## src/rtl/adc_scan_pkg.sv

```systemverilog
package adc_scan_pkg;
  localparam int CTRL_RUN    = 4;
  localparam int CTRL_TRIG   = 5;
  localparam int CTRL_SINGLE = 6;
  localparam int CTRL_ONE    = 7;

  typedef enum logic [1:0] {
    ST_IDLE  = 2'd0,
    ST_READY = 2'd1,
    ST_BUSY  = 2'd2,
    ST_HALT  = 2'd3
  } scan_state_t;
endpackage

```

## src/rtl/adc_scan_regs.sv

```systemverilog
module adc_scan_regs
  import adc_scan_pkg::*;
#(
  parameter int DW = 8,
  parameter int CW = 3
) (
  input  logic          clk,
  input  logic          rst,
  input  logic          bus_we,
  input  logic          bus_addr,
  input  logic [DW-1:0] bus_wdata,
  output logic [DW-1:0] bus_rdata,
  input  logic          flag_set,
  output logic [CW-1:0] last_ch,
  output logic          run,
  output logic          trig_mode,
  output logic          single_pass,
  output logic          flag
);
  logic [DW-1:0] ctrl_view;
  logic          wr_ctrl, wr_stat;
  logic          unused_wbits;

  assign wr_ctrl = bus_we && (bus_addr == 1'b0);
  assign wr_stat = bus_we && (bus_addr == 1'b1);
  assign unused_wbits = ^bus_wdata;

  always_comb begin
    ctrl_view              = '0;
    ctrl_view[CW-1:0]      = last_ch;
    ctrl_view[CTRL_RUN]    = run;
    ctrl_view[CTRL_TRIG]   = trig_mode;
    ctrl_view[CTRL_SINGLE] = single_pass;
    ctrl_view[CTRL_ONE]    = 1'b1;
  end

  always_ff @(posedge clk) begin
    if (rst) begin
      last_ch     <= '0;
      run         <= 1'b0;
      trig_mode   <= 1'b0;
      single_pass <= 1'b0;
      flag        <= 1'b0;
      bus_rdata   <= DW'(8'h80);
    end else begin
      if (wr_ctrl) begin
        if (!run) last_ch <= bus_wdata[CW-1:0];
        run         <= bus_wdata[CTRL_RUN];
        trig_mode   <= bus_wdata[CTRL_TRIG];
        single_pass <= bus_wdata[CTRL_SINGLE];
      end
      if (flag_set)
        flag <= 1'b1;
      else if (wr_stat && !bus_wdata[0])
        flag <= 1'b0;
      bus_rdata <= bus_addr ? DW'(flag) : ctrl_view;
    end
  end

  AST_FIXED_BITS: assert property (@(posedge clk) disable iff (rst)
    !$past(bus_addr) |-> (bus_rdata[CTRL_ONE] && !bus_rdata[3]));
  AST_CHAN_LOCKED: assert property (@(posedge clk) disable iff (rst)
    (wr_ctrl && run) |=> $stable(last_ch));
  AST_FLAG_SET_WINS: assert property (@(posedge clk) disable iff (rst)
    flag_set |=> flag);
  AST_FLAG_CLEARS: assert property (@(posedge clk) disable iff (rst)
    (wr_stat && !bus_wdata[0] && !flag_set) |=> !flag);
endmodule

```

## src/rtl/adc_trig_sync.sv

```systemverilog
module adc_trig_sync #(
  parameter int STAGES = 2
) (
  input  logic clk,
  input  logic rst,
  input  logic trig_in,
  output logic trig_edge
);
  logic [STAGES-1:0] sync_q;
  logic              prev_q;

  always_ff @(posedge clk) begin
    if (rst) begin
      sync_q <= '0;
      prev_q <= 1'b0;
    end else begin
      sync_q <= {sync_q[STAGES-2:0], trig_in};
      prev_q <= sync_q[STAGES-1];
    end
  end

  assign trig_edge = sync_q[STAGES-1] && !prev_q;

  AST_EDGE_ONE_CYCLE: assert property (@(posedge clk) disable iff (rst)
    trig_edge |=> !trig_edge);
endmodule

```

## src/rtl/adc_scan_fsm.sv

```systemverilog
module adc_scan_fsm
  import adc_scan_pkg::*;
#(
  parameter int CW = 3
) (
  input  logic          clk,
  input  logic          rst,
  input  logic          run,
  input  logic          trig_mode,
  input  logic          single_pass,
  input  logic          flag,
  input  logic [CW-1:0] last_ch,
  input  logic          trig_edge,
  input  logic          conv_done,
  output logic          conv_start,
  output logic [CW-1:0] conv_chan,
  output logic          flag_set
);
  scan_state_t   state;
  logic [CW-1:0] cur_ch;
  logic          go;
  logic          done_in_busy;

  assign go           = !trig_mode || trig_edge;
  assign done_in_busy = (state == ST_BUSY) && conv_done;
  assign flag_set     = done_in_busy && (cur_ch == last_ch);

  always_ff @(posedge clk) begin
    if (rst) begin
      state      <= ST_IDLE;
      cur_ch     <= '0;
      conv_start <= 1'b0;
      conv_chan  <= '0;
    end else begin
      conv_start <= 1'b0;
      case (state)
        ST_IDLE: begin
          if (run) begin
            cur_ch <= '0;
            state  <= ST_READY;
          end
        end
        ST_READY: begin
          if (!run) begin
            state <= ST_IDLE;
          end else if (go) begin
            conv_start <= 1'b1;
            conv_chan  <= cur_ch;
            state      <= ST_BUSY;
          end
        end
        ST_BUSY: begin
          if (!run) begin
            state <= ST_IDLE;
          end else if (conv_done) begin
            if (cur_ch == last_ch) begin
              cur_ch <= '0;
              state  <= single_pass ? ST_HALT : ST_READY;
            end else begin
              cur_ch <= cur_ch + 1'b1;
              state  <= ST_READY;
            end
          end
        end
        default: begin
          if (!single_pass) begin
            cur_ch <= '0;
            state  <= run ? ST_READY : ST_IDLE;
          end else if (run && !flag) begin
            cur_ch <= '0;
            state  <= ST_READY;
          end
        end
      endcase
    end
  end

  AST_START_PULSE: assert property (@(posedge clk) disable iff (rst)
    conv_start |=> !conv_start);
  AST_CHAN_IN_RANGE: assert property (@(posedge clk) disable iff (rst)
    conv_start |-> (conv_chan <= last_ch));
  AST_TRIG_GATED: assert property (@(posedge clk) disable iff (rst)
    ($past(trig_mode) && conv_start) |-> $past(trig_edge));
  AST_HALT_NO_START: assert property (@(posedge clk) disable iff (rst)
    (state == ST_HALT) |=> !conv_start);
  AST_STOP_NO_START: assert property (@(posedge clk) disable iff (rst)
    !run |=> !conv_start);
endmodule

```

## src/rtl/adc_scan_seq.sv

```systemverilog
module adc_scan_seq #(
  parameter int DW          = 8,
  parameter int CW          = 3,
  parameter int SYNC_STAGES = 2
) (
  input  logic          clk,
  input  logic          rst,
  input  logic          bus_we,
  input  logic          bus_addr,
  input  logic [DW-1:0] bus_wdata,
  output logic [DW-1:0] bus_rdata,
  input  logic          trig_in,
  output logic          conv_start,
  output logic [CW-1:0] conv_chan,
  input  logic          conv_done,
  output logic          scan_irq
);
  logic [CW-1:0] last_ch;
  logic          run, trig_mode, single_pass, flag, flag_set, trig_edge;

  adc_scan_regs #(.DW(DW), .CW(CW)) u_regs (
    .clk(clk), .rst(rst), .bus_we(bus_we), .bus_addr(bus_addr),
    .bus_wdata(bus_wdata), .bus_rdata(bus_rdata), .flag_set(flag_set),
    .last_ch(last_ch), .run(run), .trig_mode(trig_mode),
    .single_pass(single_pass), .flag(flag)
  );

  adc_trig_sync #(.STAGES(SYNC_STAGES)) u_sync (
    .clk(clk), .rst(rst), .trig_in(trig_in), .trig_edge(trig_edge)
  );

  adc_scan_fsm #(.CW(CW)) u_fsm (
    .clk(clk), .rst(rst), .run(run), .trig_mode(trig_mode),
    .single_pass(single_pass), .flag(flag), .last_ch(last_ch),
    .trig_edge(trig_edge), .conv_done(conv_done), .conv_start(conv_start),
    .conv_chan(conv_chan), .flag_set(flag_set)
  );

  assign scan_irq = flag;

  AST_IRQ_ON_PASS: assert property (@(posedge clk) disable iff (rst)
    (conv_done && flag_set) |=> scan_irq);
endmodule

```

## config.mk

```make
export PLATFORM = sky130hd
export DESIGN_NAME = adc_scan_seq
export DESIGN_NICKNAME = d
export VERILOG_FILES = /design/src/rtl/adc_scan_pkg.sv /design/src/rtl/adc_scan_regs.sv /design/src/rtl/adc_trig_sync.sv /design/src/rtl/adc_scan_fsm.sv /design/src/rtl/adc_scan_seq.sv
export SDC_FILE = /design/constraint.sdc
export NUM_CORES = 1
export LEC_CHECK = 0
export CAP_MARGIN = 40
export CORE_MARGIN = 1
export CORE_UTILIZATION = 47
export CTS_CLUSTER_DIAMETER = 50
export DETAILED_ROUTE_END_ITERATION = 6
export GPL_ROUTABILITY_DRIVEN = 0
export PLACE_DENSITY = 0.79
export SETUP_SLACK_MARGIN = 0.02
export SLEW_MARGIN = 20
export SYNTH_ARGS = -nofsm -noshare
export SYNTH_HDL_FRONTEND = slang
export SYNTH_HIERARCHICAL = 1
export SYNTH_SLANG_ARGS = --single-unit
```

## constraint.sdc

```tcl
create_clock -name clk -period 1.8 [get_ports clk]
set_input_delay 0.36 -clock clk [delete_from_list [all_inputs] [get_ports clk]]
set_output_delay 0.36 -clock clk [all_outputs]
set_load 0.01 [all_outputs]
```

==> impl_metrics.toml <==
[run_status]
run_status = "finished, final reports clean"

[floorplanning]
rows = 17
initial_core_util_pct = 50.34
die_w_um = 50.68
die_area_um2 = 2568
core-area_um2 = 2212
fp.dieH_um = 50.68
num_io_pins = 27

[setup_path]
cp_cell_sequence = "clkdlybuf4s50_1"
required_ns = 1.44
r2r_start = "u_fsm/cur_ch[0]"
endpoint = "scan_irq"
end_kind = "primary output"
path_buf_inv = 1
ff2ff_setup_slack_ns = 0.30
cp.depth = 1
crit_arrival_ns = 1.25
setup.worst_path.start = "u_regs/flag"
timing.rr.end = "u_regs/flag"
slowest_delay_ns = 0.55
critPathMaxFanout = 4
setup.worst_path.class = "reg2out"
r2r_cells = 5
path_delay_family = "buffers and inverters"
crit_slowest_cell = "clkdlybuf4s50_1"
cp-start-kind = "flip-flop"

[clock_tree]
cts_num_sinks = 26
ctsResizeCount = 0
cts_root_buf = "clkbuf_4"
post_cts_buffers = 0
cts_tree = "built"
htreeDepth = 1
cts.path.max_buffers = 2
postCtsHoldBufs = 0
path_clk_slew_ns = 0.13
insertion_delay_ns = 0.31
numCtsBuffers = 3

[logic_synthesis]
synthCells = 117
synth_top_cell_by_area = "dfxtp_1"
synth_area_um2 = 1114
ys_seq_elements = 26
ys.warnings.count = 6
synth_area_leaders = "dfxtp_1 (47%), mux2i_1 (9.0%), nor2_1 (5.7%)"
avgSynthCellArea_um2 = 9.518
synth-seq-area-share_pct = 46.74
synth.top_cell.area_share_pct = 46.74
syn_nets = 132
ys_types = 35

[drt]
route.vias.total = 889
wirelength_mm = 2.035
drt_iter0_markers = 34
wl_per_cell_um = 11.83
drc = 0
ant_nets = 0
dr.pass1.iters = 4
post_drt_via_cell_ratio = 5.169

[timing]
fmax_mhz = 619.5
post-route-period-util_pct = 89.68
fin_crit_ns = 1.614
skew_ns = 0.003488
finalHoldViolCount = 0
maxSlewViolCount = 0
tns_ns = 0
rsz0062_at_grt = "false"
setup_viol = 0

[min_path]
hold_class = "reg2reg"

[cells_and_area]
area_growth_syn_to_layout_pct = 27.98
diodes = 0
layout.area.seq_um2 = 520.5
fin_nets = 160
nFillCells = 192
multi_input_area_um2 = 554.3
instances_no_fill = 172
fin_util_pct = 64.42
post_route_cells_drive_above_1_share_pct = 8.333

[place]
io_buffers = 23
dp_cells = 168
dp_hpwl_mm = 1.546

[flow_run]
drv_cap = 0

[power]
p_leak_nw = 0.5541
power_density_nw_per_um2 = 684.7
peakVddDrop_v = 0.0004929

[grt]
grt_usage_pct = 17.33
grt_pass1_vias = 790
antenna_found_initial = 0
grt_overflow_total = 0
grt_max_degree = 15
grt_pass1_wl_mm = 3.325
[area by class of cell]
class	count	area share (%)
Tap cell	28	2.458
Inverter	5	1.317
Sequential cell	26	36.52
Multi-Input combinational cell	82	38.89
Clock buffer	4	2.546
Timing Repair Buffer	27	18.26
[cell usage after synthesis]
| cell | instances |
|---|---|
| a211oi_1 | 1 |
| a21o_1 | 1 |
| a21oi_1 | 6 |
| a2bb2oi_1 | 1 |
| a311oi_1 | 1 |
| a311oi_2 | 1 |
| a31oi_1 | 1 |
| a32oi_1 | 1 |
| and2_1 | 5 |
| and3_1 | 1 |
| and3b_1 | 1 |
| and4b_1 | 1 |
| buf_1 | 1 |
| buf_2 | 1 |
| buf_4 | 1 |
| clkbuf_1 | 1 |
| conb_1 | 1 |
| dfxtp_1 | 26 |
| ha_1 | 1 |
| inv_1 | 5 |
| mux2i_1 | 10 |
| nand2_1 | 1 |
| nand2b_1 | 5 |
| nand3_1 | 5 |
| nand4_1 | 2 |
| nor2_1 | 17 |
| nor2b_1 | 4 |
| nor2b_2 | 2 |
| nor3_1 | 3 |
| nor3b_1 | 1 |
| nor3b_4 | 1 |
| nor4bb_1 | 1 |
| o211ai_1 | 3 |
| o21ba_1 | 1 |
| xnor2_1 | 3 |
[worst min path at each step]
stage | startpoint | end | cells after the start
6_report | u_sync/sync_q[0] | u_sync/sync_q[1] | 1
5_1_grt | u_sync/sync_q[0] | u_sync/sync_q[1] | 1
4_1_cts | u_sync/sync_q[0] | u_sync/sync_q[1] | 1
3_5_place_dp | u_sync/sync_q[0] | u_sync/sync_q[1] | 1
3_3_place_gp | u_sync/sync_q[0] | u_sync/sync_q[1] | 1
2_1_floorplan | u_sync/sync_q[0] | u_sync/sync_q[1] | 1
[registers in the layout, indices dropped and copies added (netlist names)]
name                cells
u_regs/bus_rdata        7
u_fsm/conv_chan         3
u_fsm/cur_ch            3
u_regs/last_ch          3
u_fsm/state             2
u_sync/sync_q           2
u_fsm/conv_start        1
u_regs/flag             1
u_regs/run              1
u_regs/single_pass      1
u_regs/trig_mode        1
u_sync/prev_q           1
[metal layers]
layer  share of wire, %  global-route usage (%)  wire [µm]  vias up
met5                  0                       0          0        -
met4               0.84                   9.259         17        0
met3                3.8                   2.727         77        2
met2                 48                   28.00        976       20
met1                 47                   21.97        964      409
li1                   -                       -          -      458
[logic make-up after synthesis]
kind of cell | count (synthesis) | synth area share, %
fa+ha+maj | 1 | 1.123
simple gates | 50 | 25.73
buf+inv | 9 | 3.482
compound gates | 17 | 11.24
flops | 26 | 46.74
other cells | 1 | 0.3368
mux | 10 | 8.989
xor+xnor | 3 | 2.360
[power by group]
part | internal [W] | switching [W] | total, W
clock network | 0.000123 | 0.000155 | 0.000279
registers | 0.000588 | 0.0000103 | 0.000599
logic | 0.0000559 | 0.0000425 | 0.0000984
[placed cells by master (no fill, tap or decap), types with 4 or more instances in the layout]
cell              n
inv_1             5
nor2_1           17
nor2b_1           4
mux2i_1          10
and2_1            5
dfxtp_1          26
nand2b_1          5
buf_4             4
a21oi_1           6
nand3_1           5
clkdlybuf4s50_1  23
[per-stage QoR]
| stage | area, µm² | hold slack (ns) | setup WS (ns) | total power [W] |
|---|---|---|---|---|
| detailed placement | 1389 | 0.4440 | 0.09819 | 0.0007097 |
| CTS | 1425 | 0.4633 | 0.1701 | 0.0009927 |
| floorplan | 1114 | 0.4138 | 0.4545 | 0.0006599 |
| global route | 1425 | 0.4741 | 0.1399 | 0.001024 |
| global placement | 1389 | 0.4259 | 0.1510 | 0.0007072 |
| finish | 1425 | 0.4593 | 0.1857 | 0.0009758 |
No activity file was read; power rests on OpenSTA's default activity.
